--- src/rtl/pf_pkg.sv ---
package pf_pkg;
    localparam int NODE_W = 2;
    localparam int NODES  = 1 << NODE_W;
    localparam int WAYS   = 4;
    localparam int WAY_W  = 2;
    localparam int PLRU_W = WAYS - 1;

    typedef enum logic [1:0] {
        DS_UNCACHED = 2'd0,
        DS_SHARED   = 2'd1,
        DS_OWNED    = 2'd2
    } dir_state_e;

    typedef struct packed {
        logic                valid;
        dir_state_e          state;
        logic [NODE_W-1:0]   owner;
    } dir_meta_t;

    typedef enum logic [1:0] {
        FS_IDLE = 2'd0,
        FS_LOOK = 2'd1,
        FS_WAIT = 2'd2
    } fsm_e;

    typedef enum logic [1:0] {
        WK_DIRECT = 2'd0,
        WK_EVICT  = 2'd1,
        WK_BCAST  = 2'd2
    } wait_kind_e;

    function automatic logic [NODES-1:0] node_bit(input logic [NODE_W-1:0] id);
        logic [NODES-1:0] r;
        r     = '0;
        r[id] = 1'b1;
        return r;
    endfunction

    // Tree walk: root selects half, leaf bit selects way within the half.
    function automatic logic [WAY_W-1:0] plru_pick(input logic [PLRU_W-1:0] b);
        if (!b[0]) return b[1] ? 2'd1 : 2'd0;
        else       return b[2] ? 2'd3 : 2'd2;
    endfunction

    // Point every bit on the touched way's path away from it.
    function automatic logic [PLRU_W-1:0] plru_touch(input logic [PLRU_W-1:0] b,
                                                     input logic [WAY_W-1:0]  way);
        logic [PLRU_W-1:0] r;
        r = b;
        if (!way[1]) begin
            r[0] = 1'b1;
            r[1] = ~way[0];
        end else begin
            r[0] = 1'b0;
            r[2] = ~way[0];
        end
        return r;
    endfunction
endpackage

--- src/rtl/pf_dir_array.sv ---
module pf_dir_array
    import pf_pkg::*;
#(
    parameter int TAG_W    = 14,
    parameter int SET_BITS = 2
) (
    input  logic                          clk,
    input  logic                          rst,
    input  logic [SET_BITS-1:0]           rd_set,
    input  logic [TAG_W-1:0]              rd_tag,
    output logic                          hit,
    output logic [WAY_W-1:0]              hit_way,
    output dir_meta_t [WAYS-1:0]          set_meta,
    output logic [WAYS-1:0][TAG_W-1:0]    set_tags,
    input  logic                          wr_en,
    input  logic [SET_BITS-1:0]           wr_set,
    input  logic [WAY_W-1:0]              wr_way,
    input  logic [TAG_W-1:0]              wr_tag,
    input  dir_meta_t                     wr_meta
);
    localparam int SETS = 1 << SET_BITS;

    dir_meta_t        meta_q [SETS][WAYS];
    logic [TAG_W-1:0] tag_q  [SETS][WAYS];
    logic [WAYS-1:0]  way_hit;

    always_ff @(posedge clk) begin
        if (rst) begin
            for (int s = 0; s < SETS; s++)
                for (int w = 0; w < WAYS; w++)
                    meta_q[s][w] <= '0;
        end else if (wr_en) begin
            meta_q[wr_set][wr_way] <= wr_meta;
            tag_q[wr_set][wr_way]  <= wr_tag;
        end
    end

    for (genvar w = 0; w < WAYS; w++) begin : g_way
        assign set_meta[w] = meta_q[rd_set][w];
        assign set_tags[w] = tag_q[rd_set][w];
        assign way_hit[w]  = meta_q[rd_set][w].valid && (tag_q[rd_set][w] == rd_tag);
    end

    always_comb begin
        hit_way = '0;
        for (int w = 0; w < WAYS; w++)
            if (way_hit[w]) hit_way = WAY_W'(w);
    end
    assign hit = |way_hit;
endmodule

--- src/rtl/pf_plru.sv ---
module pf_plru
    import pf_pkg::*;
#(
    parameter int SET_BITS = 2
) (
    input  logic                 clk,
    input  logic                 rst,
    input  logic [SET_BITS-1:0]  sel_set,
    input  logic [WAYS-1:0]      way_valid,
    output logic [WAY_W-1:0]     victim_way,
    input  logic                 touch_en,
    input  logic [SET_BITS-1:0]  touch_set,
    input  logic [WAY_W-1:0]     touch_way
);
    localparam int SETS = 1 << SET_BITS;

    logic [PLRU_W-1:0] bits_q [SETS];

    always_ff @(posedge clk) begin
        if (rst) begin
            for (int s = 0; s < SETS; s++) bits_q[s] <= '0;
        end else if (touch_en) begin
            bits_q[touch_set] <= plru_touch(bits_q[touch_set], touch_way);
        end
    end

    always_comb begin
        victim_way = plru_pick(bits_q[sel_set]);
        for (int w = WAYS - 1; w >= 0; w--)
            if (!way_valid[w]) victim_way = WAY_W'(w);
    end
endmodule

--- src/rtl/probe_filter_home.sv ---
module probe_filter_home
    import pf_pkg::*;
#(
    parameter int                ADDR_W   = 16,
    parameter int                SET_BITS = 2,
    parameter logic [NODE_W-1:0] HOME_ID  = '0
) (
    input  logic              clk,
    input  logic              rst,
    input  logic              cfg_filter_en,
    input  logic              req_valid,
    output logic              req_ready,
    input  logic [NODE_W-1:0] req_node,
    input  logic [ADDR_W-1:0] req_addr,
    output logic              prb_valid,
    output logic [NODES-1:0]  prb_mask,
    output logic              prb_inv,
    output logic [ADDR_W-1:0] prb_addr,
    output logic [NODE_W-1:0] prb_req_node,
    input  logic              rsp_valid,
    input  logic [NODE_W-1:0] rsp_node,
    input  logic              rsp_fwd,
    output logic              mem_valid,
    output logic [ADDR_W-1:0] mem_addr,
    output logic [NODE_W-1:0] mem_node,
    output logic              cpl_valid
);
    localparam int               TAG_W  = ADDR_W - SET_BITS;
    localparam logic [NODES-1:0] OTHERS = ~node_bit(HOME_ID);

    fsm_e              state_q, state_d;
    wait_kind_e        kind_q, kind_d;
    logic [ADDR_W-1:0] addr_q;
    logic [NODE_W-1:0] node_q;
    logic [WAY_W-1:0]  way_q, way_d;
    logic [NODES-1:0]  pend_q, pend_d, rsp_bit, pend_left;
    logic              fwd_q, fwd_d, fwd_now;

    logic [SET_BITS-1:0]        cur_set;
    logic [TAG_W-1:0]           cur_tag;
    logic                       hit;
    logic [WAY_W-1:0]           hit_way, vic_way;
    dir_meta_t [WAYS-1:0]       set_meta;
    logic [WAYS-1:0][TAG_W-1:0] set_tags;
    logic [WAYS-1:0]            way_valid;
    dir_meta_t                  hm, vm, wr_meta;
    logic                       wr_en, touch_en;
    logic [WAY_W-1:0]           wr_way, touch_way;

    logic              e_prb, e_inv, e_mem, e_cpl;
    logic [NODES-1:0]  e_mask;
    logic [ADDR_W-1:0] e_paddr;

    assign cur_set = addr_q[SET_BITS-1:0];
    assign cur_tag = addr_q[ADDR_W-1:SET_BITS];

    pf_dir_array #(.TAG_W(TAG_W), .SET_BITS(SET_BITS)) u_dir (
        .clk(clk), .rst(rst), .rd_set(cur_set), .rd_tag(cur_tag),
        .hit(hit), .hit_way(hit_way), .set_meta(set_meta), .set_tags(set_tags),
        .wr_en(wr_en), .wr_set(cur_set), .wr_way(wr_way), .wr_tag(cur_tag),
        .wr_meta(wr_meta)
    );

    for (genvar w = 0; w < WAYS; w++) begin : g_vld
        assign way_valid[w] = set_meta[w].valid;
    end

    pf_plru #(.SET_BITS(SET_BITS)) u_plru (
        .clk(clk), .rst(rst), .sel_set(cur_set), .way_valid(way_valid),
        .victim_way(vic_way), .touch_en(touch_en), .touch_set(cur_set),
        .touch_way(touch_way)
    );

    assign hm        = set_meta[hit_way];
    assign vm        = set_meta[vic_way];
    assign rsp_bit   = (rsp_valid && state_q == FS_WAIT) ? (node_bit(rsp_node) & pend_q) : '0;
    assign pend_left = pend_q & ~rsp_bit;
    assign fwd_now   = fwd_q | (rsp_fwd && (|rsp_bit));
    assign req_ready = (state_q == FS_IDLE);

    always_comb begin
        state_d   = state_q;
        kind_d    = kind_q;
        way_d     = way_q;
        pend_d    = pend_left;
        fwd_d     = fwd_now;
        wr_en     = 1'b0;
        wr_way    = way_q;
        wr_meta   = '0;
        touch_en  = 1'b0;
        touch_way = way_q;
        e_prb     = 1'b0;
        e_inv     = 1'b0;
        e_mask    = '0;
        e_paddr   = addr_q;
        e_mem     = 1'b0;
        e_cpl     = 1'b0;
        case (state_q)
            FS_IDLE: if (req_valid) begin
                state_d = FS_LOOK;
                pend_d  = '0;
                fwd_d   = 1'b0;
            end
            FS_LOOK: begin
                if (!cfg_filter_en) begin
                    e_prb   = 1'b1;
                    e_mask  = OTHERS;
                    pend_d  = OTHERS;
                    kind_d  = WK_BCAST;
                    state_d = FS_WAIT;
                end else if (hit) begin
                    touch_en  = 1'b1;
                    touch_way = hit_way;
                    way_d     = hit_way;
                    if (hm.state == DS_OWNED && hm.owner != node_q) begin
                        e_prb   = 1'b1;
                        e_mask  = node_bit(hm.owner);
                        pend_d  = node_bit(hm.owner);
                        kind_d  = WK_DIRECT;
                        state_d = FS_WAIT;
                    end else begin
                        e_mem   = 1'b1;
                        e_cpl   = 1'b1;
                        wr_en   = 1'b1;
                        wr_way  = hit_way;
                        wr_meta = '{valid: 1'b1, state: hm.state, owner: node_q};
                        state_d = FS_IDLE;
                    end
                end else begin
                    way_d = vic_way;
                    if (vm.valid) begin
                        e_prb   = 1'b1;
                        e_inv   = 1'b1;
                        e_mask  = node_bit(vm.owner);
                        e_paddr = {set_tags[vic_way], cur_set};
                        pend_d  = node_bit(vm.owner);
                        kind_d  = WK_EVICT;
                        state_d = FS_WAIT;
                    end else begin
                        e_mem     = 1'b1;
                        e_cpl     = 1'b1;
                        wr_en     = 1'b1;
                        wr_way    = vic_way;
                        wr_meta   = '{valid: 1'b1, state: DS_OWNED, owner: node_q};
                        touch_en  = 1'b1;
                        touch_way = vic_way;
                        state_d   = FS_IDLE;
                    end
                end
            end
            FS_WAIT: if (pend_left == '0) begin
                state_d = FS_IDLE;
                e_cpl   = 1'b1;
                case (kind_q)
                    WK_DIRECT: begin
                        wr_en   = 1'b1;
                        wr_meta = '{valid: 1'b1, state: DS_SHARED, owner: node_q};
                    end
                    WK_EVICT: begin
                        e_mem    = 1'b1;
                        wr_en    = 1'b1;
                        wr_meta  = '{valid: 1'b1, state: DS_OWNED, owner: node_q};
                        touch_en = 1'b1;
                    end
                    default: e_mem = !fwd_now;
                endcase
            end
            default: state_d = FS_IDLE;
        endcase
    end

    always_ff @(posedge clk) begin
        if (rst) begin
            state_q   <= FS_IDLE;
            kind_q    <= WK_BCAST;
            addr_q    <= '0;
            node_q    <= '0;
            way_q     <= '0;
            pend_q    <= '0;
            fwd_q     <= 1'b0;
            prb_valid <= 1'b0;
            prb_mask  <= '0;
            prb_inv   <= 1'b0;
            prb_addr  <= '0;
            prb_req_node <= '0;
            mem_valid <= 1'b0;
            mem_addr  <= '0;
            mem_node  <= '0;
            cpl_valid <= 1'b0;
        end else begin
            state_q <= state_d;
            kind_q  <= kind_d;
            way_q   <= way_d;
            pend_q  <= pend_d;
            fwd_q   <= fwd_d;
            if (state_q == FS_IDLE && req_valid) begin
                addr_q <= req_addr;
                node_q <= req_node;
            end
            prb_valid <= e_prb;
            if (e_prb) begin
                prb_mask     <= e_mask;
                prb_inv      <= e_inv;
                prb_addr     <= e_paddr;
                prb_req_node <= node_q;
            end
            mem_valid <= e_mem;
            if (e_mem) begin
                mem_addr <= addr_q;
                mem_node <= node_q;
            end
            cpl_valid <= e_cpl;
        end
    end
endmodule

--- config.mk ---
export PLATFORM = sky130hd
export DESIGN_NAME = probe_filter_home
export DESIGN_NICKNAME = d
export VERILOG_FILES = /design/src/rtl/pf_pkg.sv /design/src/rtl/pf_dir_array.sv /design/src/rtl/pf_plru.sv /design/src/rtl/probe_filter_home.sv
export SDC_FILE = /design/constraint.sdc
export NUM_CORES = 1
export LEC_CHECK = 0
export BUFFER_PORTS_ARGS = -buffer_cell sky130_fd_sc_hd__buf_2
export CAP_MARGIN = 20
export CORE_MARGIN = 3
export CORE_UTILIZATION = 35
export CTS_BUF_LIST = sky130_fd_sc_hd__clkbuf_2
export CTS_CLUSTER_SIZE = 40
export DETAILED_ROUTE_END_ITERATION = 10
export MAX_ROUTING_LAYER = met4
export PLACE_DENSITY = 0.57
export SLEW_MARGIN = 20
export SYNTH_ARGS = -nofsm -noshare
export SYNTH_HDL_FRONTEND = slang
export SYNTH_SLANG_ARGS = --single-unit
--- constraint.sdc ---
create_clock -name clk -period 6.8 [get_ports clk]
set_input_delay 1.02 -clock clk [delete_from_list [all_inputs] [get_ports clk]]
set_output_delay 1.02 -clock clk [all_outputs]
set_load 0.02 [all_outputs]
==> results.py <==
metrics = {
    "timing": {
        "clock.fmax_mhz": 165.7,
        "rsz0062_at_grt": "no",
        "relSlewSlack": 0.2430,
        "min_period_over_period": 0.8877,
        "slew_viol_final": 0,
        "worstMarginPinSlew_ns": 1.132,
        "hold_viol": 0,
        "period_needed_ns": 6.036,
        "worst_clock_skew_ns": 0.07924,
        "finalSetupViolCount": 0,
        "timing.final.ws_setup_ns": 0.7639,
        "finalSetupTns_ns": 0,
    },
    "clock_tree": {
        "cts_made_buffers": 95,
        "postCtsResizedCells": 0,
        "ctsHoldBuffers": 0,
        "cts.reportedPaths.clkPinSlew_ns": 0.10,
        "root_buffer": "clkbuf_2",
        "cts_post_setup_buffers_inserted": 0,
        "clkLatencyLatePin_ns": 1.04,
        "htree_levels": 3,
        "clockBufferDepth": 3,
        "cts.sinks": 391,
        "cts_tree": "yes",
    },
    "global_routing": {
        "grt_pass1_wl_microns": 72750,
        "track_usage": 0.1818,
        "grt_remaining_overflow": 0,
        "grt_max_degree": 61,
        "grt_pass1_vias": 11851,
        "antenna_found_initial": 1,
    },
    "power_and_ir_drop": {
        "powerDensity_nw_per_um2": 235.9,
        "vdd_drop_max_v": 0.00008473,
        "p_leak_uw": 0.006876,
    },
    "floorplanning": {
        "die_h_microns": 233.8,
        "ios": 71,
        "start_util": 0.3582,
        "coreArea_sq_um": 50680,
        "die_area_sq_um": 54640,
        "die_x_microns": 233.8,
        "rows": 82,
    },
    "logic_synthesis": {
        "synthMuxAreaShare": 0.1411,
        "ys_types": 82,
        "yosys.area_share.xor_xnor": 0.02364,
        "yosysMostFrequentCell": "edfxtp_1",
        "synthSimpleGateAreaFrac": 0.1156,
        "synth_flop_cell": "edfxtp_1",
        "synthArstFlopShare": 0,
        "synth_top_cell_area_share": 0.5227,
        "syn-num-nets": 1339,
        "yosys.area_share.adder": 0.002068,
        "synth_top_family_by_area": "multiplexers",
        "synth.cell_area_sq_um": 18150,
        "synth_area_leaders": "edfxtp_1 (52%), mux4_2 (9.1%), dfxtp_1 (8.3%), mux2i_1 (4.2%), nand2_1 (2.5%)",
        "synth_area_leader_cell": "edfxtp_1",
        "ys_seq_elements": 391,
        "synth_warnings": 0,
        "synth_edf_count": 316,
        "synth_compound_area_frac": 0.07574,
        "synth.cells.most_frequent": "edfxtp_1 (316), nand2_1 (120), mux2i_1 (77)",
        "synth_area_per_cell_sq_um": 13.86,
        "syn_inst": 1310,
        "yosysSeqAreaShare": 0.6054,
    },
    "route": {
        "drc_errors": 0,
        "via_per_inst": 5.431,
        "first_iter_violations": 793,
        "routedWlPerCell_microns": 22.09,
        "vias": 11884,
        "ant_nets": 0,
        "firstDrtPassIters": 5,
        "wl_microns": 48340,
    },
    "place": {
        "hpwl_microns": 32700,
        "gp_congestion": 0.8791,
        "dp.cells": 2017,
        "post-place-ws_ns": 0.7416,
        "dpl-instance-area_sq_um": 19330,
        "io_buffer_count": 70,
    },
    "min_path": {
        "min_path_type": "primary input to flop",
    },
    "cells_and_area": {
        "seq_area_sq_um": 11000,
        "fillerInstances": 4788,
        "multi_input_area_sq_um": 6571,
        "fin_nets": 1472,
        "stdcell_count": 2188,
        "final_layout_size_suffix_gt1_frac": 0.3032,
        "post-route-cell-area_sq_um": 20220,
        "area_growth_pct": 11.35,
    },
    "job": {
        "maxCapViolCount": 0,
    },
    "critical_path": {
        "worst_ep_arrival_time_ns": 6.69,
        "path_class": "flop to flop",
        "path_max_fanout": 45,
        "end_kind": "flop",
        "required_ns": 7.46,
        "start_kind": "flop",
    },
    "outcome": {
        "status": "finished, final reports clean",
    },
}
layout by cell type (no fill, tap or decap), types with 6 or more instances in the layout:
| cell | Yosys | final |
|---|---|---|
| xor2_1 | 7 | 7 |
| a31oi_1 | 10 | 10 |
| clkinv_1 | 1 | 11 |
| nand3_1 | 11 | 11 |
| o21ai_1 | 8 | 6 |
| dfxtp_1 | 75 | 73 |
| nand2b_1 | 9 | 9 |
| clkbuf_2 | 0 | 145 |
| nor4_2 | 11 | 11 |
| a211oi_1 | 24 | 24 |
| nor3_1 | 50 | 42 |
| nor3_2 | 9 | 16 |
| inv_1 | 21 | 21 |
| mux4_2 | 73 | 73 |
| o31ai_1 | 6 | 6 |
| nor2_1 | 68 | 68 |
| o21ai_0 | 30 | 30 |
| mux2_2 | 13 | 13 |
| o211ai_1 | 6 | 6 |
| and2_1 | 20 | 20 |
| buf_2 | 27 | 70 |
| nor4_1 | 26 | 26 |
| nor2b_1 | 7 | 7 |
| or2_2 | 10 | 11 |
| nand4_1 | 15 | 15 |
| mux2i_1 | 77 | 77 |
| edfxtp_1 | 316 | 316 |
| a21oi_1 | 54 | 54 |
| xnor2_1 | 42 | 42 |
| buf_4 | 15 | 60 |
| nand2_1 | 120 | 120 |
critical path, cell delays in order (launching register included):
cell      delay (ns)
dfxtp_4         0.96
buf_4           0.45
mux4_2          0.61
xnor2_1         0.24
nand4_1         0.12
nor4_1          0.73
buf_4           0.23
a21oi_1         0.08
nand3_2         0.27
o21ai_2         0.14
a22oi_1         0.30
a21boi_1        0.33
o221ai_4        0.32
buf_4           0.39
nor2_1          0.15
buf_4           0.28
final cells by class:
cell class,count,share of cell area
multi-input cells,800,0.3251
repair buffers,133,0.04233
flip-flops and latches,391,0.5440
clock buffers,145,0.03590
clock inverters,23,0.006746
inverters,22,0.004085
well taps,672,0.04159
diodes,2,0.0002476
report_power, final:
group / internal (uW) / switching (uW) / leakage [uW] / total [uW]
Combinational: 200 / 348 / 0.00248 / 548
Sequential: 2620 / 54.6 / 0.00373 / 2680
Clock: 607 / 936 / 0.000671 / 1540
Total: 3430 / 1340 / 0.00688 / 4770
path summary, 6_finish.rpt:
check | from | cells after the start | end | slack, ns
worst min register to register | prb_mask[2]$_SDFFE_PP0P_ | 2 | prb_mask[2]$_SDFFE_PP0P_ | 0.46
worst min-delay path | req_addr[8] | 3 | addr_q[8]$_SDFFE_PP0P_ | 0.22
worst max-delay path | flop | 15 | u_dir.tag_q[1][27]$_DFFE_PP_ | 0.76
worst max register to register | flop | 15 | u_dir.tag_q[1][27]$_DFFE_PP_ | 0.76
per-stage QoR:
stage / hold WS (ns) / power (uW) / util
after CTS: 0.09306 / 4835 / 0.3985
final: 0.2216 / 4769 / 0.3989
after global placement: 0.4407 / 3270 / 0.3815
after global routing: 0.1105 / 5000 / 0.3989
after detailed placement: 0.4447 / 3276 / 0.3815
after floorplan: 0.4864 / 3105 / -
flip-flops by register name, indices dropped and copies added, names as in the netlist, 2 cells and up, named ones only:
register,count
prb_addr,16
u_dir.tag_q,224
addr_q,16
pend_q,4
mem_addr,16
prb_req_node,2
node_q,2
u_plru.bits_q,12
u_dir.meta_q,80
state_q,2
mem_node,2
kind_q,2
way_q,2
prb_mask,4
cell families after synthesis:
group,after synthesis
multiplexers,163
adder cells (fa/ha/maj),3
AND/OR/NAND/NOR,390
XOR/XNOR,49
flip-flops,391
buffers and inverters,119
AO/OA/AOI/OAI,195
per-layer routing:
layer | vias to the layer above | part of all wire | global-route usage
met1 | 5997 | 0.44 | 0.2381
li1 | 5354 | - | -
met3 | 80 | 0.065 | 0.03158
met4 | 0 | 0.023 | 0.06427
met5 | - | 0 | -
met2 | 453 | 0.47 | 0.2864
Power figures use the tool's default switching activity.
